File: src/rtl/pll_synth_pkg.sv
`timescale 1ns/1ps
package pll_synth_pkg;
  typedef struct packed {
    logic       cp_hi;   // current select
    logic [2:0] test;    // test code
    logic [1:0] rsel;    // reference ratio select
    logic       os;      // 1 = tuning amplifier off
  } ctrl_word_t;

  localparam int CTRL_W = $bits(ctrl_word_t);

  localparam ctrl_word_t CTRL_RESET = '{cp_hi: 1'b1, test: 3'b000, rsel: 2'b00, os: 1'b1};
endpackage

File: src/rtl/prog_divider.sv
`timescale 1ns/1ps
module prog_divider #(
  parameter int W = 15
) (
  input  logic         clk,
  input  logic         rst,
  input  logic         restart,
  input  logic         tick,
  input  logic [W-1:0] ratio,
  output logic         pulse
);
  logic [W-1:0] cnt;
  logic [W:0]   cnt_nx;
  logic         at_end;

  assign cnt_nx = {1'b0, cnt} + (W+1)'(1);
  assign at_end = cnt_nx >= {1'b0, ratio};

  always_ff @(posedge clk) begin
    if (rst || restart) begin
      cnt   <= '0;
      pulse <= 1'b0;
    end else begin
      pulse <= 1'b0;
      if (tick) begin
        if (at_end) begin
          cnt   <= '0;
          pulse <= 1'b1;
        end else begin
          cnt <= cnt_nx[W-1:0];
        end
      end
    end
  end

  // the count never passes the programmed ratio
  a_r2_r3_cnt_range: assert property (@(posedge clk) disable iff (rst)
    (ratio >= W'(2)) |-> (cnt < ratio));

  // a restart leaves the output quiet on the next cycle
  a_r2_r3_restart_quiet: assert property (@(posedge clk) disable iff (rst)
    restart |=> !pulse);
endmodule

File: src/rtl/pfd_dff.sv
`timescale 1ns/1ps
module pfd_dff (
  input  logic clk,
  input  logic rst,
  input  logic clr,
  input  logic ref_p,
  input  logic fb_p,
  output logic up,
  output logic dn
);
  always_ff @(posedge clk) begin
    if (rst || clr) begin
      up <= 1'b0;
      dn <= 1'b0;
    end else if (up && dn) begin
      up <= 1'b0;
      dn <= 1'b0;
    end else begin
      up <= up | ref_p;
      dn <= dn | fb_p;
    end
  end

  // both flip-flops set means both clear one cycle later
  a_r4_both_clear: assert property (@(posedge clk) disable iff (rst)
    (up && dn) |=> (!up && !dn));

  // an up pulse only starts from a reference pulse
  a_r4_up_from_ref: assert property (@(posedge clk) disable iff (rst)
    $rose(up) |-> $past(ref_p));
endmodule

File: src/rtl/lock_monitor.sv
`timescale 1ns/1ps
module lock_monitor #(
  parameter int LOCK_CYC = 8,
  parameter int ERR_LIM  = 2
) (
  input  logic clk,
  input  logic rst,
  input  logic clr,
  input  logic up,
  input  logic dn,
  output logic locked
);
  localparam int GW = $clog2(LOCK_CYC + 1);
  localparam int EW = $clog2(ERR_LIM + 2);
  localparam logic [EW-1:0] ERR_MAX   = EW'(ERR_LIM);
  localparam logic [GW-1:0] GOOD_LAST = GW'(LOCK_CYC - 1);

  logic [EW-1:0] err_q;
  logic [GW-1:0] good_q;

  always_ff @(posedge clk) begin
    if (rst) begin
      err_q  <= '0;
      good_q <= '0;
      locked <= 1'b0;
    end else if (clr) begin
      err_q <= '0;
    end else if (up && dn) begin
      err_q <= '0;
      if (err_q < ERR_MAX) begin
        if (good_q == GOOD_LAST) locked <= 1'b1;
        else                     good_q <= good_q + GW'(1);
      end else begin
        good_q <= '0;
      end
    end else if (up ^ dn) begin
      if (err_q + EW'(1) >= ERR_MAX) begin
        err_q  <= ERR_MAX;
        good_q <= '0;
        locked <= 1'b0;
      end else begin
        err_q <= err_q + EW'(1);
      end
    end
  end

  // an error at the limit is never seen together with lock
  a_r6_err_unlocks: assert property (@(posedge clk) disable iff (rst)
    (err_q == ERR_MAX) |-> !locked);

  // lock is only gained at the close of a comparison
  a_r5_rise_on_compare: assert property (@(posedge clk) disable iff (rst)
    $rose(locked) |-> $past(up && dn));
endmodule

File: src/rtl/synth_regs.sv
`timescale 1ns/1ps
module synth_regs
  import pll_synth_pkg::*;
#(
  parameter int         DIV_W     = 15,
  parameter int         BANDS     = 4,
  parameter logic [2:0] AUTO_CODE = 3'b001
) (
  input  logic             clk,
  input  logic             rst,
  input  logic             ld_div,
  input  logic [DIV_W-1:0] div_in,
  input  logic             ld_ctrl,
  input  logic [CTRL_W-1:0] ctrl_in,
  input  logic             ld_band,
  input  logic [BANDS-1:0] band_in,
  input  logic             locked,
  output logic [DIV_W-1:0] div_q,
  output logic [1:0]       rsel,
  output logic             cp_high_q,
  output logic             acps_q,
  output logic             tune_en_q,
  output logic [BANDS-1:0] band_on_q
);
  ctrl_word_t ctrl_q;
  logic       low_forced;

  assign low_forced = (ctrl_q.test == AUTO_CODE) && locked;
  assign rsel       = ctrl_q.rsel;

  always_ff @(posedge clk) begin
    if (rst) begin
      div_q     <= '0;
      ctrl_q    <= CTRL_RESET;
      band_on_q <= '0;
      cp_high_q <= 1'b1;
      acps_q    <= 1'b1;
      tune_en_q <= 1'b0;
    end else begin
      if (ld_div)  div_q     <= div_in;
      if (ld_ctrl) ctrl_q    <= ctrl_word_t'(ctrl_in);
      if (ld_band) band_on_q <= ~band_in;
      cp_high_q <= ctrl_q.cp_hi & ~low_forced;
      acps_q    <= ~low_forced;
      tune_en_q <= ~ctrl_q.os;
    end
  end

  // the flag low always comes with the low current code
  a_r8_acps_low_current: assert property (@(posedge clk) disable iff (rst)
    !acps_q |-> !cp_high_q);

  // band drives move only after a band load
  a_r9_band_hold: assert property (@(posedge clk) disable iff (rst)
    !$past(ld_band) |-> $stable(band_on_q));
endmodule

File: src/rtl/pll_synth_core.sv
`timescale 1ns/1ps
module pll_synth_core
  import pll_synth_pkg::*;
#(
  parameter int         DIV_W     = 15,
  parameter int         REF_A     = 512,
  parameter int         REF_B     = 640,
  parameter int         REF_C     = 1024,
  parameter int         LOCK_CYC  = 8,
  parameter int         ERR_LIM   = 2,
  parameter int         BANDS     = 4,
  parameter logic [2:0] AUTO_CODE = 3'b001
) (
  input  logic              clk,
  input  logic              rst,
  input  logic              rf_tick,
  input  logic              ld_div,
  input  logic [DIV_W-1:0]  div_in,
  input  logic              ld_ctrl,
  input  logic [CTRL_W-1:0] ctrl_in,
  input  logic              ld_band,
  input  logic [BANDS-1:0]  band_in,
  output logic              ref_pulse,
  output logic              main_pulse,
  output logic              pfd_up,
  output logic              pfd_dn,
  output logic              lock_n,
  output logic              acps,
  output logic              cp_high,
  output logic              tune_en,
  output logic [BANDS-1:0]  band_on
);
  localparam int REF_W = $clog2(REF_C + 1);

  logic [DIV_W-1:0] div_q;
  logic [1:0]       rsel;
  logic [REF_W-1:0] ref_ratio;
  logic             locked;
  logic             cmp_clr;

  assign cmp_clr = ld_div | ld_ctrl;

  always_comb begin
    case (rsel)
      2'b00:   ref_ratio = REF_W'(REF_A);
      2'b01:   ref_ratio = REF_W'(REF_B);
      default: ref_ratio = REF_W'(REF_C);
    endcase
  end

  synth_regs #(.DIV_W(DIV_W), .BANDS(BANDS), .AUTO_CODE(AUTO_CODE)) u_regs (
    .clk(clk), .rst(rst),
    .ld_div(ld_div), .div_in(div_in),
    .ld_ctrl(ld_ctrl), .ctrl_in(ctrl_in),
    .ld_band(ld_band), .band_in(band_in),
    .locked(locked),
    .div_q(div_q), .rsel(rsel),
    .cp_high_q(cp_high), .acps_q(acps),
    .tune_en_q(tune_en), .band_on_q(band_on)
  );

  prog_divider #(.W(DIV_W)) u_main_div (
    .clk(clk), .rst(rst), .restart(ld_div), .tick(rf_tick),
    .ratio(div_q), .pulse(main_pulse)
  );

  prog_divider #(.W(REF_W)) u_ref_div (
    .clk(clk), .rst(rst), .restart(ld_ctrl), .tick(1'b1),
    .ratio(ref_ratio), .pulse(ref_pulse)
  );

  pfd_dff u_pfd (
    .clk(clk), .rst(rst), .clr(cmp_clr),
    .ref_p(ref_pulse), .fb_p(main_pulse),
    .up(pfd_up), .dn(pfd_dn)
  );

  lock_monitor #(.LOCK_CYC(LOCK_CYC), .ERR_LIM(ERR_LIM)) u_lock (
    .clk(clk), .rst(rst), .clr(cmp_clr),
    .up(pfd_up), .dn(pfd_dn), .locked(locked)
  );

  always_ff @(posedge clk) begin
    if (rst) lock_n <= 1'b1;
    else     lock_n <= ~locked;
  end

  // the pin flag tracks the internal lock one cycle late
  a_r5_r6_flag_follows: assert property (@(posedge clk) disable iff (rst)
    $past(locked) |-> !lock_n);
endmodule

File: config.mk
export PLATFORM = sky130hd
export DESIGN_NAME = pll_synth_core
export DESIGN_NICKNAME = d
export VERILOG_FILES = /design/src/rtl/pll_synth_pkg.sv /design/src/rtl/prog_divider.sv /design/src/rtl/pfd_dff.sv /design/src/rtl/lock_monitor.sv /design/src/rtl/synth_regs.sv /design/src/rtl/pll_synth_core.sv
export SDC_FILE = /design/constraint.sdc
export NUM_CORES = 1
export LEC_CHECK = 0
export CAP_MARGIN = 20
export CORE_ASPECT_RATIO = 0.5
export CORE_UTILIZATION = 45
export DETAILED_ROUTE_END_ITERATION = 10
export HOLD_SLACK_MARGIN = 0.15
export PLACE_DENSITY = 0.71
export SYNTH_ARGS = -nofsm -noshare
export SYNTH_HDL_FRONTEND = slang
export SYNTH_SLANG_ARGS = --single-unit
File: constraint.sdc
create_clock -name clk -period 5.6 [get_ports clk]
set_clock_uncertainty 0.1 [all_clocks]
set_input_delay 1.12 -clock clk [delete_from_list [all_inputs] [get_ports clk]]
set_output_delay 1.12 -clock clk [all_outputs]
set_load 0.005 [all_outputs]
# Yosys cells after proc, flatten, opt, wreduce, memory -nomap -nowiden
# Cells that the tools add are included.
[totals]
ff_bits = 67
latchBits = 0
mem_bits_rw = 0
rom_bits = 0
inputBits = 32
wordCells = 73
mem_count = 0
[op_classes]
add_sub_neg = 4
n_mul = 0
div = 0
n_lt_le_gt_ge = 4
n_eq_ne = 6
n_shift = 0
mux = 15
n_bitwise = 11
n_reduce_logical = 14
[op_table]
columns = ["op", "n"]
rows = [
  ["11-bit one-hot mux with 2 select lines", 1],
  ["4-bit two-way mux", 5],
  ["15-bit by 1-bit adder with 16-bit output, second input constant", 1],
  ["16-bit by 15-bit greater-or-equal comparator with 1-bit output", 1],
  ["15-bit two-way mux", 1],
  ["11-bit by 1-bit adder with 12-bit output, second input constant", 1],
  ["12-bit by 11-bit greater-or-equal comparator with 1-bit output", 1],
  ["1-bit two-way mux", 7],
  ["2-bit OR reduction", 3],
  ["1-bit inverter", 5],
  ["5-bit AND reduction", 1],
  ["4-bit by 1-bit adder with 4-bit output, second input constant", 1],
  ["4-bit by 3-bit equality test with 1-bit output, second input constant", 1],
  ["2-bit inequality test, second input constant", 2],
  ["4-bit inverter", 1],
  ["4-bit AND reduction", 1],
  ["2-bit nonzero test", 2],
  ["3-bit by 1-bit equality test with 1-bit output, second input constant", 1],
  ["1-bit logical OR", 3],
  ["3-bit inequality test, second input constant", 1],
  ["1-bit OR", 3],
  ["3-bit OR reduction", 1],
  ["2-bit by 1-bit adder with 2-bit output, second input constant", 1],
  ["2-bit by 1-bit equality test with 1-bit output, second input constant", 1],
  ["7 further kinds", 8],
]

# Longest topological paths before layout
[depth]
word_depth = 5
depth_mapped = 13
ltp_nobuf = 11

# By module
# From an unflattened synthesis, not the netlist that was laid out.
[unflattened]
hier_cells = 442
hier_area_um2 = 4052.6
[by_module_without_submodules]
columns = ["module", "instances", "cells_per_inst", "area_per_inst_um2"]
rows = [
  ["prog_divider (u_main_div)", 1, 164, 1343.8],
  ["prog_divider (u_ref_div)", 1, 119, 1074.8],
  ["synth_regs", 1, 94, 1032.2],
  ["lock_monitor", 1, 50, 471.7],
  ["pfd_dff", 1, 7, 76.3],
  ["pll_synth_core", 1, 8, 53.8],
]

# Worst setup path before layout
# OpenSTA, ideal clock, no wires.
[synth_path]
kind = "flip-flop to flip-flop"
from = "register u_main_div.cnt[0]"
to = "register u_main_div.cnt[10]"
setup_time_ns = 0.131
arrival_time_ns = 2.749
required_time_ns = 5.369
slack_ns = 2.620
path_stages_with_launch = 12
synth_period_minus_slack_ns = 2.980
path_cell_list = "dfxtp_1 > ha_1 > nand3_1 > nor4_1 > xor2_1 > ha_1 > nand3_1 > nor3_1 > o311ai_4 > a41oi_4 > buf_6 > nor3_1"
[synth_via]
elab_chain_cells = 3
[synth_rtl]
columns = ["item", "line_no", "source"]
rows = [
  ["from (decl)", "prog_divider.sv:12", "logic [W-1:0] cnt;"],
  ["from (signal assigned)", "prog_divider.sv:30", "cnt <= cnt_nx[W-1:0];"],
  ["15-bit by 1-bit adder with 16-bit output *", "prog_divider.sv:16", "assign cnt_nx = {1'b0, cnt} + (W+1)'(1);"],
  ["16-bit by 15-bit greater-or-equal comparator with 1-bit output", "prog_divider.sv:17", "assign at_end = cnt_nx >= {1'b0, ratio};"],
  ["15-bit two-way mux *", "prog_divider.sv:26", "if (at_end) begin"],
]
# Mark *: on every way between the ends. The rest lies on a longest branch, timed or not.
# A chain may end at the register's enable or synchronous reset.

# Worst setup path in the final report
[layout_path]
from = "register u_main_div.cnt[0]"
to = "register u_main_div.pulse"
[layout_via]
elab_chain_cells = 3
[layout_rtl]
columns = ["item", "line_no", "source"]
rows = [
  ["15-bit by 1-bit adder with 16-bit output", "prog_divider.sv:16", ""],
  ["16-bit by 15-bit greater-or-equal comparator with 1-bit output", "prog_divider.sv:17", ""],
  ["1-bit two-way mux", "prog_divider.sv:26", ""],
  ["to (signal assigned)", "prog_divider.sv:22", "pulse <= 1'b0;"],
  ["to (signal assigned)", "prog_divider.sv:24", "pulse <= 1'b0;"],
  ["to (signal assigned)", "prog_divider.sv:28", "pulse <= 1'b1;"],
  ["to (decl)", "prog_divider.sv:10", "output logic pulse"],
]
# Every way passes these cells.

==> key figures <==
Global routing
  – Vias in the first global route: 2648
  – Grt ovf: 0
  – First-pass GRT wire length: between 10000 and 15000 um
  – GR Util All Layers: between 10% and 20%
  – Largest net degree at the start of global routing: 25
  – Initial antenna violation count: 0

Floorplan
  – Core Area: around 7400 um2
  – Die Area: 8090 um2
  – Cell Rows: 22
  – IO Pins: 44
  – Initial Util: between 40 and 50%
  – Die X: 126 um
  – Die H: about 64 um

CTS
  – Max Buffers Root-to-Sink: 2
  – Clk root buf: clkbuf_16
  – # Post-CTS Setup Buffers: 0
  – CTS tree: built
  – Depth of the CTS H-tree: 3
  – Cts hold-fix bufs: 0
  – Worst skew pair latency: 0.33 ns
  – Cts bufs inserted: 9
  – Reg clk slew, reported paths: about 0.060 ns
  – Post-cts sizing count: 0
  – Clock tree sinks: 67

Timing
  – Worst slew pin tran: about 1.0 ns
  – Slew headroom: around 30%
  – Worst setup margin: 2.03 ns
  – RSZ-0062 raised after global routing: false
  – Max-slew violation count: 0
  – Setup Viol. Count Final: 0
  – Fmax: 280 MHz
  – Period utilization: a little under two thirds
  – TNS Setup: 0 ns
  – Final hold vios: 0
  – Min cycle time layout: about 3.6 ns

Hold path
  – Hold depth: 1
  – Hold EP: u_regs.tune_en_q
  – Hold crit path type: reg2reg
  – Hold wc startpoint: u_regs.ctrl_q[0]

Place
  – Placer Congestion: just under 0.8
  – Dpl hpwl: between 4000 and 5000 um
  – Port bufs: 43
  – Placement Setup Slack: roughly 2.1 ns

Synth
  – Post-Synth Simple-Gate Area: 22.7%
  – Dominant cells by area after synthesis: dfxtp_1 (39%), ha_1 (8.7%), mux2i_1 (6.6%), xor2_1 (5.3%), nor2_1 (5.0%)
  – Yosys reg bits: 67
  – Synth async-reset ratio: 0%
  – Synth Area per Inst: slightly above 9 um2
  – Netlist cell types: between 40 and 50
  – Post-Syn Instances: approximately 380
  – Most common cell in the netlist: dfxtp_1
  – Xor and xnor area share after synthesis: under 10%
  – Largest area contributor in the netlist: dfxtp_1
  – Net Count, Synth: between 400 and 500
  – Syn. warnings: 0
  – Post-synth EDFFs: 0
  – Post-Synthesis Cell Area: around 3500 um2
  – Yosys top cell area share: around 39%
  – Mux cell area share after synthesis: under 10%
  – Adder and majority gate portion of the synthesized area: a little under 9%
  – Compound-Gate Fraction of Synth Area: between 8 and 9%
  – Largest family of logic cells by synthesized area: simple AND/OR/NAND/NOR gates
  – Main synth FF type: dfxtp_1
  – Commonest cells in the netlist: dfxtp_1 (67), nor2_1 (46), nand2_1 (28), ha_1 (24)
  – Sequential element share of the synthesized area: between 30% and 40%

Setup path
  – WP data arrival: 3.72 ns
  – R2r setup slk: between 2 and 2.5 ns
  – CP endpoint kind: flop
  – Worst Path Required: 5.76 ns
  – CP max FO: 16
  – CP Launch Type: flop
  – Worst reg2reg endpoint: u_main_div.pulse
  – R2R depth: 10
  – Worst R2R Start: u_main_div.cnt[0]
  – Type of the worst setup path: reg2reg

Drt
  – Vias: 2661
  – Final WL: 6840 um
  – Vias per cell: approximately 5
  – DR DRC count: 0
  – Routed length per instance: about 13 um
  – Iteration-0 DRC Markers: 97
  – Post-detailed-route count of antenna-violating nets: 0
  – Drt pass-1 iters: 4

Power
  – Leak: 0.00170 uW
  – VDD IR max: around 0.00019 V
  – Power Density: between 200 and 300 nW/um2

Layout
  – Share of layout cells above drive strength 1: 7.31%
  – Nets: 475
  – Ant. Diodes: 0
  – Area Growth Syn to Fin: 23.4%

Run status
  – Run status: complete, no violations

Flow run
  – Max_cap viols: 0
==> stage by stage <==
step	total power (uW)	instance area (um2)	cells	utilization, %	hold slack (ns)
global placement	601	3930	504	53.1	0.293
global route	1290	4280	520	57.8	0.330
finish	1250	4280	520	57.8	0.301
CTS	1260	4280	520	57.8	0.299
floorplan	563	3470	383	-	0.277
detailed placement	603	3930	504	53.1	0.293
==> registers in the layout, indices dropped and copies added (netlist names), 2 cells and up <==
signal / cells
u_lock.err_q: 2
u_regs.rsel: 2
u_main_div.cnt: 15
u_regs.div_q: 15
u_regs.band_on_q: 4
u_ref_div.cnt: 11
u_lock.good_q: 4
u_regs.ctrl_q: 5
==> per-layer routing <==
layer  vias to the layer above  track usage (%)  share of wire, %
met5                         -                0                 0
met4                         0             6.33               1.4
met3                        10             5.70               3.2
met2                        35             32.0                49
met1                      1231             21.1                47
li1                       1385                -                 -
==> layout by cell type, fill, tap and decap left out, drive strengths merged, types with 4 or more instances in the layout <==
master         synthesis  routed
a21oi                 10      10
a31oi                  5       5
nand4                  9       9
nor2b                  7       7
o21a                   4       4
mux2i                 23      23
clkdlybuf4s50          0      43
xnor2                 18      18
inv                   22      22
ha                    24      24
clkbuf                12      10
nor2                  47      47
nor4                   4       4
dfxtp                 67      67
xor2                  21      21
nand2                 28      28
a211oi                 4       4
nand3                 21      21
nor3                  25      25
==> power by group <==
group          internal [uW]  switching (uW)  leakage [uW]
logic                   49.2            43.6      0.000979
registers                491            7.95      0.000546
clock network            447             214      0.000173
total                    987             266       0.00170
==> how the worst max path moves through the flow <==
stage                                 start                  to  cells past startpoint
after floorplan           u_main_div.cnt[0]  u_main_div.cnt[10]                     11
after global routing      u_main_div.cnt[0]    u_main_div.pulse                     10
final                     u_main_div.cnt[0]    u_main_div.pulse                     10
after global placement               ld_div    u_lock.good_q[0]                      5
after CTS                 u_main_div.cnt[0]    u_main_div.pulse                     10
after detailed placement  u_main_div.cnt[0]    u_main_div.pulse                     10
==> critical path: stages, from the launching register on <==
cell	delay, ns
dfxtp_1	0.43
ha_1	0.26
nand3_1	0.22
nor4_1	0.49
xor2_1	0.12
ha_1	0.33
nand3_1	0.11
nor3_1	0.43
o311ai_4	0.18
a41oi_4	0.55
nor3b_2	0.25
==> cells by family (layout without fill, tap and decap cells) <==
group / count (synthesis) / count (layout)
DFF: 67 / 67
and+or+nand+nor: 154 / 154
adders and majority gates: 24 / 24
AOI/OAI and AO/OA: 35 / 35
buffers and inverters: 41 / 82
xor gates and xnor gates: 39 / 39
muxes: 23 / 23
==> layout make-up <==
class / count / area (um2)
flip-flops and latches: 67 / 1340
repair buffers: 44 / 438
multi-input cells: 275 / 1950
clock inverters: 6 / 113
well taps: 96 / 120
inverters: 22 / 82.6
clock buffers: 10 / 239
fillers: 650 / 3120
(Power assumes the default switching activity.)
